**src/rtl/adc_seq_pkg.sv**
```systemverilog
package adc_seq_pkg;
    localparam int DEF_NCH    = 8;
    localparam int DEF_NSLOT  = 7;
    localparam int DEF_SLOT_W = 4;
    localparam int DEF_DATA_W = 12;
    localparam int DEF_NTRIG  = 8;

    function automatic int imax(input int a, input int b);
        return (a > b) ? a : b;
    endfunction
endpackage

```
**src/rtl/seq_en_reg.sv**
```systemverilog
module seq_en_reg #(
    parameter int NCH = 8
) (
    input  logic           clk,
    input  logic           rst_n,
    input  logic           soft_rst,
    input  logic [NCH-1:0] set_i,
    input  logic [NCH-1:0] clr_i,
    output logic [NCH-1:0] en_o
);
    typedef struct packed {
        logic [NCH-1:0] en;
    } en_st_t;

    en_st_t st_d, st_q;

    always_comb begin
        st_d = st_q;
        if (soft_rst) st_d.en = '0;
        else          st_d.en = (st_q.en | set_i) & ~clr_i;
    end

    always_ff @(posedge clk or negedge rst_n) begin
        if (!rst_n) st_q <= '0;
        else        st_q <= st_d;
    end

    assign en_o = st_q.en;


    en_clear_chk: assert property (@(posedge clk) disable iff (!rst_n)
        (|clr_i) |=> ((st_q.en & $past(clr_i)) == '0));

    en_set_chk: assert property (@(posedge clk) disable iff (!rst_n)
        ((|(set_i & ~clr_i)) && !soft_rst) |=>
            ((st_q.en & $past(set_i & ~clr_i)) == $past(set_i & ~clr_i)));
endmodule

```
**src/rtl/seq_step_pick.sv**
```systemverilog
module seq_step_pick #(
    parameter int NCH    = 8,
    parameter int NSLOT  = 7,
    parameter int SLOT_W = 4,
    parameter int PW     = 4
) (
    input  logic                    user_mode,
    input  logic [NCH-1:0]          en,
    input  logic [NSLOT*SLOT_W-1:0] slots,
    input  logic [PW-1:0]           from_pos,
    output logic                    found,
    output logic [PW-1:0]           hit_pos,
    output logic [SLOT_W-1:0]       hit_ch
);
    import adc_seq_pkg::*;
    localparam int L = imax(NCH, NSLOT);

    logic [L-1:0]             cand;
    logic [L-1:0][SLOT_W-1:0] ch_of;

    for (genvar g = 0; g < L; g++) begin : g_pos
        logic asc_ok, usr_ok;
        logic [SLOT_W-1:0] usr_ch;
        if (g < NCH) begin : g_asc
            assign asc_ok = en[g];
        end else begin : g_noasc
            assign asc_ok = 1'b0;
        end
        if ((g < NSLOT) && (g < NCH)) begin : g_usr
            assign usr_ch = slots[g*SLOT_W +: SLOT_W];
            assign usr_ok = en[g] && (int'(usr_ch) < NCH);
        end else begin : g_nousr
            assign usr_ch = '0;
            assign usr_ok = 1'b0;
        end
        assign cand[g]  = user_mode ? usr_ok : asc_ok;
        assign ch_of[g] = user_mode ? usr_ch : SLOT_W'(g);
    end

    // lowest candidate at or above from_pos
    always_comb begin
        found   = 1'b0;
        hit_pos = '0;
        hit_ch  = '0;
        for (int i = L - 1; i >= 0; i--) begin
            if (cand[i] && (PW'(i) >= from_pos)) begin
                found   = 1'b1;
                hit_pos = PW'(i);
                hit_ch  = ch_of[i];
            end
        end
    end
endmodule

```
**src/rtl/seq_fsm.sv**
```systemverilog
module seq_fsm #(
    parameter int NTRIG = 8,
    parameter int PW    = 4,
    parameter int CH_W  = 4
) (
    input  logic                     clk,
    input  logic                     rst_n,
    input  logic                     soft_rst,
    input  logic                     free_run,
    input  logic                     sw_start,
    input  logic                     trig_en,
    input  logic [$clog2(NTRIG)-1:0] trig_sel,
    input  logic [NTRIG-1:0]         hw_trig,
    input  logic                     conv_done,
    input  logic                     found,
    input  logic [PW-1:0]            hit_pos,
    input  logic [CH_W-1:0]          hit_ch,
    output logic [PW-1:0]            pick_from,
    output logic                     conv_start,
    output logic [CH_W-1:0]          conv_ch,
    output logic                     busy,
    output logic                     wr_en
);
    typedef struct packed {
        logic            busy;
        logic            waiting;
        logic            start;
        logic [PW-1:0]   pos;
        logic [CH_W-1:0] ch;
        logic            trig_prev;
    } fsm_st_t;

    fsm_st_t st_d, st_q;
    logic trig_now, trig_rise, start_req, done_ok;

    assign trig_now  = hw_trig[trig_sel];
    assign trig_rise = trig_en && trig_now && !st_q.trig_prev;
    assign start_req = free_run || sw_start || trig_rise;
    assign done_ok   = st_q.waiting && conv_done;
    assign pick_from = st_q.busy ? st_q.pos : '0;

    always_comb begin
        st_d           = st_q;
        st_d.start     = 1'b0;
        st_d.trig_prev = trig_now;
        if (soft_rst) begin
            st_d           = '0;
            st_d.trig_prev = trig_now;
        end else if (!st_q.busy) begin
            if (start_req && found) begin
                st_d.busy    = 1'b1;
                st_d.waiting = 1'b1;
                st_d.start   = 1'b1;
                st_d.ch      = hit_ch;
                st_d.pos     = PW'(hit_pos + 1'b1);
            end
        end else if (done_ok) begin
            if (found) begin
                st_d.start = 1'b1;
                st_d.ch    = hit_ch;
                st_d.pos   = PW'(hit_pos + 1'b1);
            end else begin
                st_d.busy    = 1'b0;
                st_d.waiting = 1'b0;
                st_d.pos     = '0;
            end
        end
    end

    always_ff @(posedge clk or negedge rst_n) begin
        if (!rst_n) st_q <= '0;
        else        st_q <= st_d;
    end

    assign conv_start = st_q.start;
    assign conv_ch    = st_q.ch;
    assign busy       = st_q.busy;
    assign wr_en      = done_ok && !soft_rst;


    start_pulse_chk: assert property (@(posedge clk) disable iff (!rst_n)
        (conv_start && !(conv_done && st_q.waiting)) |=> !conv_start);

    no_step_wo_done_chk: assert property (@(posedge clk) disable iff (!rst_n)
        (st_q.busy && !(st_q.waiting && conv_done)) |=> !conv_start);

    soft_clear_chk: assert property (@(posedge clk) disable iff (!rst_n)
        soft_rst |=> (!busy && st_q.pos == '0 && !conv_start));
endmodule

```
**src/rtl/seq_result_store.sv**
```systemverilog
module seq_result_store #(
    parameter int NCH = 8,
    parameter int DW  = 12
) (
    input  logic                   clk,
    input  logic                   rst_n,
    input  logic                   soft_rst,
    input  logic                   wr_en,
    input  logic [$clog2(NCH)-1:0] wr_ch,
    input  logic [DW-1:0]          wr_data,
    input  logic                   rd_strobe,
    input  logic [$clog2(NCH)-1:0] rd_ch,
    input  logic                   stat_rd,
    output logic [DW-1:0]          rd_data,
    output logic [NCH-1:0]         eoc,
    output logic [NCH-1:0]         ovr,
    output logic                   gen
);
    localparam int IW = $clog2(NCH);

    typedef struct packed {
        logic [NCH-1:0][DW-1:0] data;
        logic [NCH-1:0]         eoc;
        logic [NCH-1:0]         ovr;
        logic                   gen;
    } res_st_t;

    res_st_t st_d, st_q;

    always_comb begin
        logic [NCH-1:0] new_ovr;
        st_d    = st_q;
        new_ovr = '0;
        for (int c = 0; c < NCH; c++) begin
            logic wr_hit, rd_hit;
            wr_hit = wr_en && (wr_ch == IW'(c));
            rd_hit = rd_strobe && (rd_ch == IW'(c));
            new_ovr[c] = wr_hit && st_q.eoc[c] && !rd_hit;
            if (wr_hit) begin
                st_d.data[c] = wr_data;
                st_d.eoc[c]  = 1'b1;
            end else if (rd_hit) begin
                st_d.eoc[c]  = 1'b0;
            end
        end
        st_d.ovr = (stat_rd ? '0 : st_q.ovr) | new_ovr;
        st_d.gen = (stat_rd ? 1'b0 : st_q.gen) | (|new_ovr);
        if (soft_rst) begin
            st_d.eoc = '0;
            st_d.ovr = '0;
            st_d.gen = 1'b0;
        end
    end

    always_ff @(posedge clk or negedge rst_n) begin
        if (!rst_n) st_q <= '0;
        else        st_q <= st_d;
    end

    assign rd_data = st_q.data[rd_ch];
    assign eoc     = st_q.eoc;
    assign ovr     = st_q.ovr;
    assign gen     = st_q.gen;


    eoc_set_chk: assert property (@(posedge clk) disable iff (!rst_n)
        (wr_en && !soft_rst) |=> eoc[$past(wr_ch)]);

    ovr_raise_chk: assert property (@(posedge clk) disable iff (!rst_n)
        (wr_en && !soft_rst && eoc[wr_ch] && !(rd_strobe && rd_ch == wr_ch))
            |=> (gen && ovr[$past(wr_ch)]));

    same_cycle_chk: assert property (@(posedge clk) disable iff (!rst_n)
        (wr_en && rd_strobe && rd_ch == wr_ch && !ovr[wr_ch])
            |=> (!ovr[$past(wr_ch)] && eoc[$past(wr_ch)]));
endmodule

```
**src/rtl/adc_seq_ctrl.sv**
```systemverilog
module adc_seq_ctrl #(
    parameter int NCH    = adc_seq_pkg::DEF_NCH,
    parameter int NSLOT  = adc_seq_pkg::DEF_NSLOT,
    parameter int SLOT_W = adc_seq_pkg::DEF_SLOT_W,
    parameter int DW     = adc_seq_pkg::DEF_DATA_W,
    parameter int NTRIG  = adc_seq_pkg::DEF_NTRIG
) (
    input  logic                     clk,
    input  logic                     rst_n,
    input  logic                     soft_rst,
    input  logic [NCH-1:0]           ch_en_set,
    input  logic [NCH-1:0]           ch_en_clr,
    output logic [NCH-1:0]           ch_status,
    input  logic                     user_order,
    input  logic [NSLOT*SLOT_W-1:0]  slot_list,
    input  logic                     free_run,
    input  logic                     trig_en,
    input  logic [$clog2(NTRIG)-1:0] trig_sel,
    input  logic [NTRIG-1:0]         hw_trig,
    input  logic                     sw_start,
    output logic                     conv_start,
    output logic [SLOT_W-1:0]        conv_ch,
    input  logic                     conv_done,
    input  logic [DW-1:0]            conv_data,
    input  logic                     rd_strobe,
    input  logic [$clog2(NCH)-1:0]   rd_ch,
    output logic [DW-1:0]            rd_data,
    output logic [NCH-1:0]           eoc_flags,
    output logic [NCH-1:0]           ovr_flags,
    input  logic                     stat_rd,
    output logic                     gen_ovr,
    output logic                     seq_busy
);
    import adc_seq_pkg::*;
    localparam int L  = imax(NCH, NSLOT);
    localparam int PW = $clog2(L + 1);
    localparam int IW = $clog2(NCH);

    logic [NCH-1:0]    en;
    logic [PW-1:0]     pick_from, hit_pos;
    logic [SLOT_W-1:0] hit_ch;
    logic              found, wr_en;

    seq_en_reg #(.NCH(NCH)) u_en (
        .clk(clk), .rst_n(rst_n), .soft_rst(soft_rst),
        .set_i(ch_en_set), .clr_i(ch_en_clr), .en_o(en)
    );

    seq_step_pick #(.NCH(NCH), .NSLOT(NSLOT), .SLOT_W(SLOT_W), .PW(PW)) u_pick (
        .user_mode(user_order), .en(en), .slots(slot_list),
        .from_pos(pick_from), .found(found), .hit_pos(hit_pos), .hit_ch(hit_ch)
    );

    seq_fsm #(.NTRIG(NTRIG), .PW(PW), .CH_W(SLOT_W)) u_fsm (
        .clk(clk), .rst_n(rst_n), .soft_rst(soft_rst), .free_run(free_run),
        .sw_start(sw_start), .trig_en(trig_en), .trig_sel(trig_sel),
        .hw_trig(hw_trig), .conv_done(conv_done), .found(found),
        .hit_pos(hit_pos), .hit_ch(hit_ch), .pick_from(pick_from),
        .conv_start(conv_start), .conv_ch(conv_ch), .busy(seq_busy),
        .wr_en(wr_en)
    );

    seq_result_store #(.NCH(NCH), .DW(DW)) u_res (
        .clk(clk), .rst_n(rst_n), .soft_rst(soft_rst),
        .wr_en(wr_en), .wr_ch(conv_ch[IW-1:0]), .wr_data(conv_data),
        .rd_strobe(rd_strobe), .rd_ch(rd_ch), .stat_rd(stat_rd),
        .rd_data(rd_data), .eoc(eoc_flags), .ovr(ovr_flags), .gen(gen_ovr)
    );

    assign ch_status = en;
endmodule

```
**config.mk**
```make
export PLATFORM = sky130hd
export DESIGN_NAME = adc_seq_ctrl
export DESIGN_NICKNAME = d
export VERILOG_FILES = /design/src/rtl/adc_seq_pkg.sv /design/src/rtl/seq_en_reg.sv /design/src/rtl/seq_step_pick.sv /design/src/rtl/seq_fsm.sv /design/src/rtl/seq_result_store.sv /design/src/rtl/adc_seq_ctrl.sv
export SDC_FILE = /design/constraint.sdc
export NUM_CORES = 1
export LEC_CHECK = 0
export BUFFER_PORTS_ARGS = -buffer_cell sky130_fd_sc_hd__buf_2
export CAP_MARGIN = 5
export CORE_MARGIN = 8
export CORE_UTILIZATION = 30
export CTS_CLUSTER_DIAMETER = 150
export CTS_CLUSTER_SIZE = 10
export DETAILED_ROUTE_END_ITERATION = 6
export PLACE_DENSITY = 0.59
export SYNTH_ARGS = -nofsm -noshare
export SYNTH_HDL_FRONTEND = slang
export SYNTH_HIERARCHICAL = 1
export SYNTH_SLANG_ARGS = --single-unit
```
**constraint.sdc**
```tcl
create_clock -name clk -period 4.15 [get_ports clk]
set_input_delay 0 -clock clk [delete_from_list [all_inputs] [get_ports clk]]
set_output_delay 0 -clock clk [all_outputs]
set_load 0.03 [all_outputs]
```
; Word level (Yosys, flattened, before mapping)
; Cells that the tools add are included.
; W data, S select, Z words.
[totals]
reg_bits = 133
inputBits = 80
elab_cells = 217
[classes]
n_addsub = 1
order_cmp = 17
n_eq_ne = 17
muxes = 73
bitwise_logic = 5
n_reduce_logical = 79
[ops]
columns = cell, n
row1 = $mux W4, 18
row2 = $logic_and A1 B1 Y1, 52
row3 = $mux W11, 4
row4 = $bmux W12 S3, 1
row5 = $mux W1, 35
row6 = $lt A4 B4 Y1 const B, 7
row7 = $mux W3, 9
row8 = $reduce_bool A3 Y1, 9
row9 = $eq A3 B3 Y1 const B, 8
row10 = $mux W17, 1
row11 = $ge A3 B4 Y1 const A, 4
row12 = $mux W8, 2
row13 = $or A8 B8 Y8, 2
row14 = $eq A3 B2 Y1 const B, 4
row15 = $mux W12, 1
row16 = $logic_not A1 Y1, 10
row17 = $and A8 B8 Y8, 1
row18 = $ge A1 B4 Y1 const A, 2
row19 = $ge A2 B4 Y1 const A, 2
row20 = $lt A3 B4 Y1 const B, 2
row21 = $not A8 Y8, 1
row22 = $reduce_or A8 Y1, 1
row23 = $eq A3 B1 Y1 const B, 2
row24 = $logic_not A3 Y1, 2
row25 = other kinds (9), 12

; Logic depth before layout (Yosys ltp)
; Gate-level depths: netlist of the first run.
[depth]
depth_word = 16
ltp_mapped = 12
depth_no_buf = 11

; By module
; The synthesis of the first run kept the hierarchy.
[modules_own_cells]
columns = mod, n_inst, cells_per_inst, area_each_um2, seq_area_each_um2
row1 = seq_result_store, 1, 344, 5313.8, 2827.7
row2 = seq_fsm, 1, 70, 726.9, 300.3
row3 = seq_step_pick, 1, 83, 618.1, 0.0
row4 = seq_en_reg, 1, 25, 327.8, 200.2

; Worst setup path after synthesis of the first run
; OpenSTA, ideal clock, no wires.
[synth_timing]
path_type = flip-flop to flip-flop
start = reg u_fsm.st_q (netlist bit u_fsm/busy)
end = reg u_fsm.st_q (netlist bit u_fsm/conv_ch[2])
setup_time_ns = 0.078
arrival_time_ns = 2.469
t_required_ns = 4.072
setup_slack_ns = 1.604
stages_incl_launch_ff = 10
n_path_buf = 1
path_cell_list = dfrtp_1 > clkbuf_1 > and2_1 > a22oi_1 > nand3_2 > nand2_2 > or3_1 > o2bb2ai_1 > or3b_2 > a21oi_1
[synth_between]
elab_chain_cells = 15
word_cells_on_any_way = 43
classes_between = order compare: 8 / eq/ne: 2 / mux: 22 / reduce/logical: 11
[synth_lines]
columns = element, line_no
row1 = "start, declared", seq_fsm.sv:33  ; fsm_st_t st_d, st_q;
row2 = "start signal, assigned", seq_fsm.sv:72  ; else st_q <= st_d;
row3 = $mux W4 (*), seq_fsm.sv:40  ; assign pick_from = st_q.busy ? st_q.pos : '0;
row4 = net pick_from[1], adc_seq_ctrl.sv:40  ; logic [PW-1:0] pick_from, hit_pos;
row5 = $ge A3 B4 Y1, seq_step_pick.sv:46  ; if (cand[i] && (PW'(i) >= from_pos)) begin
row6 = $logic_and A1 B1 Y1, seq_step_pick.sv:46
row7 = $mux W4 (7 in a row), seq_step_pick.sv:46
row8 = $mux W4 (*), seq_step_pick.sv:46
row9 = net hit_ch[2], adc_seq_ctrl.sv:41  ; logic [SLOT_W-1:0] hit_ch;
row10 = $mux W4, seq_fsm.sv:58  ; if (found) begin
row11 = $mux W11, seq_fsm.sv:57  ; end else if (done_ok) begin
row12 = $mux W11 (*), seq_fsm.sv:49  ; end else if (!st_q.busy) begin
row13 = $mux W11 (*), seq_fsm.sv:46  ; if (soft_rst) begin
; The timed path passes the listed nets; every way through them passes the cells marked *. The select of a mux whose other input is x is not followed.
; A chain may end at the register's enable or synchronous reset.

; Worst setup path in the final report of the first run
[layout_timing]
start = reg u_fsm.st_q (netlist bit u_fsm/busy)
end = reg u_fsm.st_q (netlist bit u_fsm/conv_ch[2])
[layout_between]
word_cells_on_any_way = 43
classes_between = order compare: 8 / eq/ne: 2 / mux: 22 / reduce/logical: 11
[layout_lines]
columns = element, line_no
row1 = $mux W4 (*), seq_fsm.sv:40
row2 = net pick_from[3], adc_seq_ctrl.sv:40
row3 = $ge A3 B4 Y1, seq_step_pick.sv:46
row4 = $logic_and A1 B1 Y1, seq_step_pick.sv:46
row5 = $mux W1 (7 in a row), seq_step_pick.sv:46
row6 = $mux W1 (*), seq_step_pick.sv:46
row7 = net found, adc_seq_ctrl.sv:42  ; logic found, wr_en;
row8 = $logic_and A1 B1 Y1, seq_fsm.sv:50  ; if (start_req && found) begin
row9 = $reduce_bool A3 Y1 (no line), --
row10 = $reduce_and A3 Y1 (no line) (*), --
; Marks and branches as above.

==> results of run 1 <==
## critical path, delay by kind of cell, from the launching register on
family	cells	cell delay [ps]
AO/OA/AOI/OAI	2	440
flip-flops	1	500
AND/OR/NAND/NOR	7	1610
## power breakdown
part	internal, mW	leakage, nW	switching [mW]
sequential	1.47	1.81	0.0889
combinational	0.336	2.05	0.302
clock	0.852	0.280	0.636
## layer usage
layer / vias up / global-route usage [%]
met5: - / 0
met4: 4 / 3.80
met2: 86 / 20.4
met3: 19 / 2.98
li1: 2216 / -
met1: 2361 / 15.9
## timing repair
action                                 CTS  global route
endpoints found under the hold margin  207             0
hold buffers                            32             0
setup buffers                            0             0
## per-stage QoR
step | instance area (µm²) | utilization (%)
6_report | 8630 | 37.2
3_5_place_dp | 7720 | 33.3
2_1_floorplan | 6990 | -
3_3_place_gp | 7720 | 33.3
4_1_cts | 8630 | 37.2
5_1_grt | 8630 | 37.2
## worst max path at each step
stage	start	end	slack (ps)	cells past startpoint
finish	u_fsm/busy	u_fsm/conv_ch[2]	1520	9
floorplan	u_fsm/busy	u_fsm/conv_ch[2]	1600	9
global route	u_fsm/busy	u_fsm/st_q[6]	1240	11
global placement	u_fsm/busy	u_fsm/conv_ch[2]	1590	9
CTS	u_fsm/busy	u_fsm/conv_ch[1]	1530	9
detailed placement	u_fsm/busy	u_fsm/conv_ch[2]	1550	9
## cell usage in the layout, fill, tap and decap left out, drive strengths merged, types with 4 or more instances in the layout
cell | netlist | routed
a21oi | 20 | 20
a31oi | 4 | 4
and2 | 4 | 4
and4b | 4 | 4
buf | 47 | 127
clkbuf | 3 | 17
clkinv | 1 | 4
dfrtp | 133 | 133
dlygate4sd3 | 0 | 32
inv | 10 | 18
mux2 | 113 | 113
mux4 | 25 | 25
nand2 | 21 | 21
nand2b | 5 | 5
nand3 | 7 | 7
nand3b | 5 | 5
nand4b | 4 | 4
nor2 | 23 | 23
nor3 | 12 | 12
o211ai | 5 | 5
o21ai | 14 | 14
o21ba | 4 | 4
o2bb2ai | 5 | 5
o31ai | 4 | 4
or3b | 4 | 4
## cell type report
class	count	share of cell area [%]
tap	319	4.63
multi-input combinational	329	38.2
timing repair buffer	159	11.3
inverter	11	0.479
clock buffer	17	4.93
sequential	133	38.6
clock inverter	15	1.90
## flip-flops by register name, indices dropped and copies added (netlist names)
register and cells:
u_res/gen 1, u_res/eoc 8, u_fsm/st_q 6, u_en/en_o 8, u_fsm/conv_start 1, u_fsm/conv_ch 4
u_res/st_q 96, u_fsm/busy 1, u_res/ovr 8
## cells by family (layout without fill, tap and decap cells)
family,after synthesis,in the layout,share of synthesized area [%]
muxes,139,139,27.6
DFF,133,133,47.6
and+or+nand+nor,106,106,10.4
AOI/OAI and AO/OA,79,79,8.58
buffers and inverters,61,202,5.28
xor gates and xnor gates,2,2,0.251
adders and majority gates,1,1,0.179
other,1,2,0.0537
==> flow_summary.yaml, run 1 <==
run_status:
  outcome: "finished clean"
clock_tree:
  numCtsBuffers: 17
  cts_root_buffer: "clkbuf_16"
  cts_resized: 0
  clock-sinks: 133
  htree_levels: 4
  cts_tree: "done"
  clk_latency_ps: 420
  cts-root-to-sink-buffers: 2
  clkTransAtPathRegs_ps: 70
floorplan:
  core_area_um2: 23200
  start_util_pct: 30.1
  die_h_um: 169
  rows: 56
  die_w_um: 169
  pin_count: 123
  dieArea_um2: 28400
drt:
  ant_nets: 0
  route.met3.wl_um: 768
  drc_errors: 0
  m1WireLength_mm: 7.85
  num_vias: 4686
  wl_per_cell_um: 17.5
  drt_iter0_drc: 296
  wl_met2_mm: 8.33
  firstDrtPassIters: 4
  via_per_inst: 4.77
  top_layer: "met5"
  wl_mm: 17.2
timing:
  setup_viol: 0
  hold_viol_final: 0
  fin_crit_sh_pct: 63.5
  worst_pin_slew_ps: 931
  slew_headroom_pct: 37.9
  fmax_ghz: 0.380
  finalWorstSetupSlack_ps: 1520
  drv_slew: 0
  tns_ps: 0
  hold-worst-slack_ps: 32.0
  rsz0062_at_grt: "false"
  min_period_ps: 2630
  skew_ps: 7.66
yosys:
  synth_top_area_share_pct: 47.6
  synth_top_flop_cell: "dfrtp_1"
  synth_seq_cells: 133
  postSynthAreaPerCell_um2: 13.4
  synthCells: 522
  synth.distinct_cells: 73
  synth-edff-count: 0
  syn_area_um2: 6990
  synth_common_cells: "dfrtp_1 (133), mux2_2 (111), buf_4 (24)"
  yosys_warnings: 6
  synthMostInstantiatedCell: "dfrtp_1"
  async_reset_ff_share_pct: 100
  ys_seq_area_share_pct: 47.6
  synth_largest_area_cell: "dfrtp_1"
  yosys-top-cells-area: "dfrtp_1 (48%), mux2_2 (18%), mux4_1 (7.9%)"
job:
  drv_cap: 0
global_route:
  grt_max_degree: 103
  grt_pass1_wl_mm: 27.4
  antenna_found_initial: 2
  grt_pass1_vias: 4928
  grt_overflow_total: 0
  grt_usage_pct: 12.4
worst_setup_path:
  path_cells: "and2_1, nand2b_4, a221oi_2, nor2b_1, nor2b_1, nand2_1, nand2_1, or3b_2, a21oi_1"
  worstPathRequired_ps: 4480
  rr_worst_depth: 9
  crit_arrival_ps: 2970
  r2r-end: "u_fsm/conv_ch[2]"
  slowest_delay_ps: 500
  r2r_slack_ps: 1520
  critical_path_peak_fanout: 11
  r2r_start: "u_fsm/busy"
  worstSetupPathType: "register to register"
  slowest_stage: "dfrtp_1"
  start_kind: "register"
  critPathCaptureType: "register"
final_layout:
  drive_gt1_share_pct: 47.3
  nets: 732
  final_cells: 983
  nFillCells: 2258
  area_growth_pct: 23.5
  multi_input_area_um2: 3290
  regArea_um2: 3330
  antennaDiodeCount: 0
power:
  power_mw: 3.68
  power.density_nw_per_um2: 427
  vdd_drop_max_mv: 0.234
  p_leak_nw: 4.14
place:
  routabilityCongestion: 0.811
  place_inst: 919
  post-dp-hpwl_mm: 11.5
  post-place-ws_ps: 1550
  numPortBuffers: 122
min_path:
  min_from: "stat_rd"
  hold_path.class: "input port to register"
  min_path_cells: 4
  hold_end: "u_res/ovr[7]"
No activity file was read; power rests on OpenSTA's default activity.
==> inputs of run 2 (changes only) <==
==> constraint.sdc (replaced) <==
create_clock -name clk -period 2.7 [get_ports clk]
set_input_delay 0 -clock clk [delete_from_list [all_inputs] [get_ports clk]]
set_output_delay 0 -clock clk [all_outputs]
set_load 0.03 [all_outputs]
==> flow_summary.yaml, run 2 (synthesized netlist as in run 1, its figures left out) <==
timing:
  skew_ps: 8.82
  fin_crit_sh_pct: 92.2
  drv_slew: 0
  hold_viol_final: 0
  setup_viol: 0
  slew_headroom_pct: 51.2
  fmax_ghz: 0.402
  tns_ps: 0
  rsz0062_at_grt: "false"
  worst_pin_slew_ps: 732
  min_period_ps: 2490
clock_tree:
  cts-root-to-sink-buffers: 2
  htree_levels: 4
  cts_root_buffer: "clkbuf_16"
  clock-sinks: 133
  numCtsBuffers: 17
  clk_latency_ps: 410
  clkTransAtPathRegs_ps: 60
  cts_tree: "done"
worst_setup_path:
  slowest_delay_ps: 480
  startpoint: "u_fsm/busy"
  crit_arrival_ps: 2820
  critical_path_peak_fanout: 9
  r2r_start: "u_fsm/busy"
  worstSetupPathType: "register to register"
  r2r-end: "u_fsm/conv_ch[2]"
  slowest_stage: "or3b_2"
  start_kind: "register"
  worstPathRequired_ps: 3030
  r2r_slack_ps: 210
  path_cells: "and2_1, nand2b_4, a221oi_2, nor2b_1, nor2b_1, nand2_1, nand2_1, or3b_2, a21oi_1"
  critPathCaptureType: "register"
  cp-endpoint: "u_fsm/conv_ch[2]"
  rr_worst_depth: 9
place:
  placed_area_um2: 7800
  post-dp-hpwl_mm: 12.2
  numPortBuffers: 122
  place_inst: 929
  routabilityCongestion: 0.843
drt:
  num_vias: 4750
  drc_errors: 0
  drt_iter0_drc: 295
  wl_mm: 17.7
  firstDrtPassIters: 4
  wl_per_cell_um: 17.9
  via_per_inst: 4.79
  ant_nets: 0
global_route:
  grt_overflow_total: 0
  grt_pass1_vias: 5017
  grt_usage_pct: 12.9
  grt_max_degree: 59
  antenna_found_initial: 0
  grt_pass1_wl_mm: 28.4
final_layout:
  largest-register: "u_res/st_q"
  area_growth_pct: 25.0
  drive_gt1_share_pct: 48.0
  final_cell_mix: "dfrtp_1 (133), buf_2 (121), mux2_2 (111), dlygate4sd3_1 (32), nor2_1 (22)"
  nets: 742
  fin_util_pct: 37.7
  design_area_um2: 8730
  nFillCells: 2239
  final_cells: 992
  largest_reg_flops: 96
  final_common_cell: "dfrtp_1"
  antennaDiodeCount: 0
power:
  vdd_drop_max_mv: 0.354
  power.density_nw_per_um2: 662
  p_leak_nw: 4.20
floorplan:
  core_area_um2: 23200
  die_w_um: 169
  pin_count: 123
  start_util_pct: 30.1
  dieArea_um2: 28400
  rows: 56
  die_h_um: 169
run_status:
  outcome: "finished clean"
job:
  drv_cap: 0
min_path:
  hold_path.class: "input port to register"
## run 2: cell count changes in the layout (fill, tap and decap cells not counted), sizes merged
cell    change
clkbuf      +1
buf        +10
inv         -4
bufinv      +2
## run 2: worst max-delay path: cells and delay by family, from the launching register on
| kind | cells | cell delay, ps |
|---|---|---|
| simple gates | 7 | 1540 |
| flops | 1 | 400 |
| compound gates | 2 | 460 |
## run 2: timing repair
action	in CTS	in global routing
hold buffers	32	0
setup endpoints to repair	0	0
endpoints found under the hold margin	161	0
resized for setup	0	0
buffers inserted	0	0
## run 2: power by group
part	total [mW]	internal, mW	switching, mW
Combinational	0.997	0.525	0.472
Clock	2.39	1.48	0.908
Sequential	2.39	2.26	0.137
## run 2: final cells by class
type / instances / area, µm² / area share (%)
Timing Repair Buffer: 169 / 1060 / 12.2
Sequential cell: 133 / 3330 / 38.1
Multi-Input combinational cell: 329 / 3290 / 37.7
Clock inverter: 13 / 170 / 1.95
Inverter: 11 / 41.3 / 0.473
Tap cell: 319 / 399 / 4.57
Clock buffer: 18 / 439 / 5.03
## run 2: stage by stage
step	setup WS (ps)	power (mW)	hold WS [ps]
6_report	211	5.78	24.7
5_1_grt	3.68	6.05	63.1
4_1_cts	216	5.86	23.6
3_5_place_dp	239	3.40	23.7
3_3_place_gp	293	3.38	18.0
2_1_floorplan	154	3.09	-296
## run 2: how the worst min path moves through the flow
stage | start | endpoint | slack, ps | cells past startpoint
5_1_grt | free_run | u_fsm/conv_ch[3] | 60 | 4
3_3_place_gp | rst_n | u_res/st_q[48] | 20 | 1
2_1_floorplan | rst_n | u_en/en_o[0] | -300 | 0
4_1_cts | stat_rd | u_res/ovr[7] | 20 | 4
6_report | stat_rd | u_res/ovr[7] | 20 | 4
3_5_place_dp | rst_n | u_res/st_q[48] | 20 | 1
## run 2: per-layer routing
layer | GRT usage (%) | share of wire [%] | vias up
met2 | 21.4 | 50 | 98
li1 | - | - | 2230
met1 | 16.4 | 45 | 2403
met5 | 0 | 0 | -
met4 | 3.53 | 1.2 | 0
met3 | 3.07 | 4.1 | 19
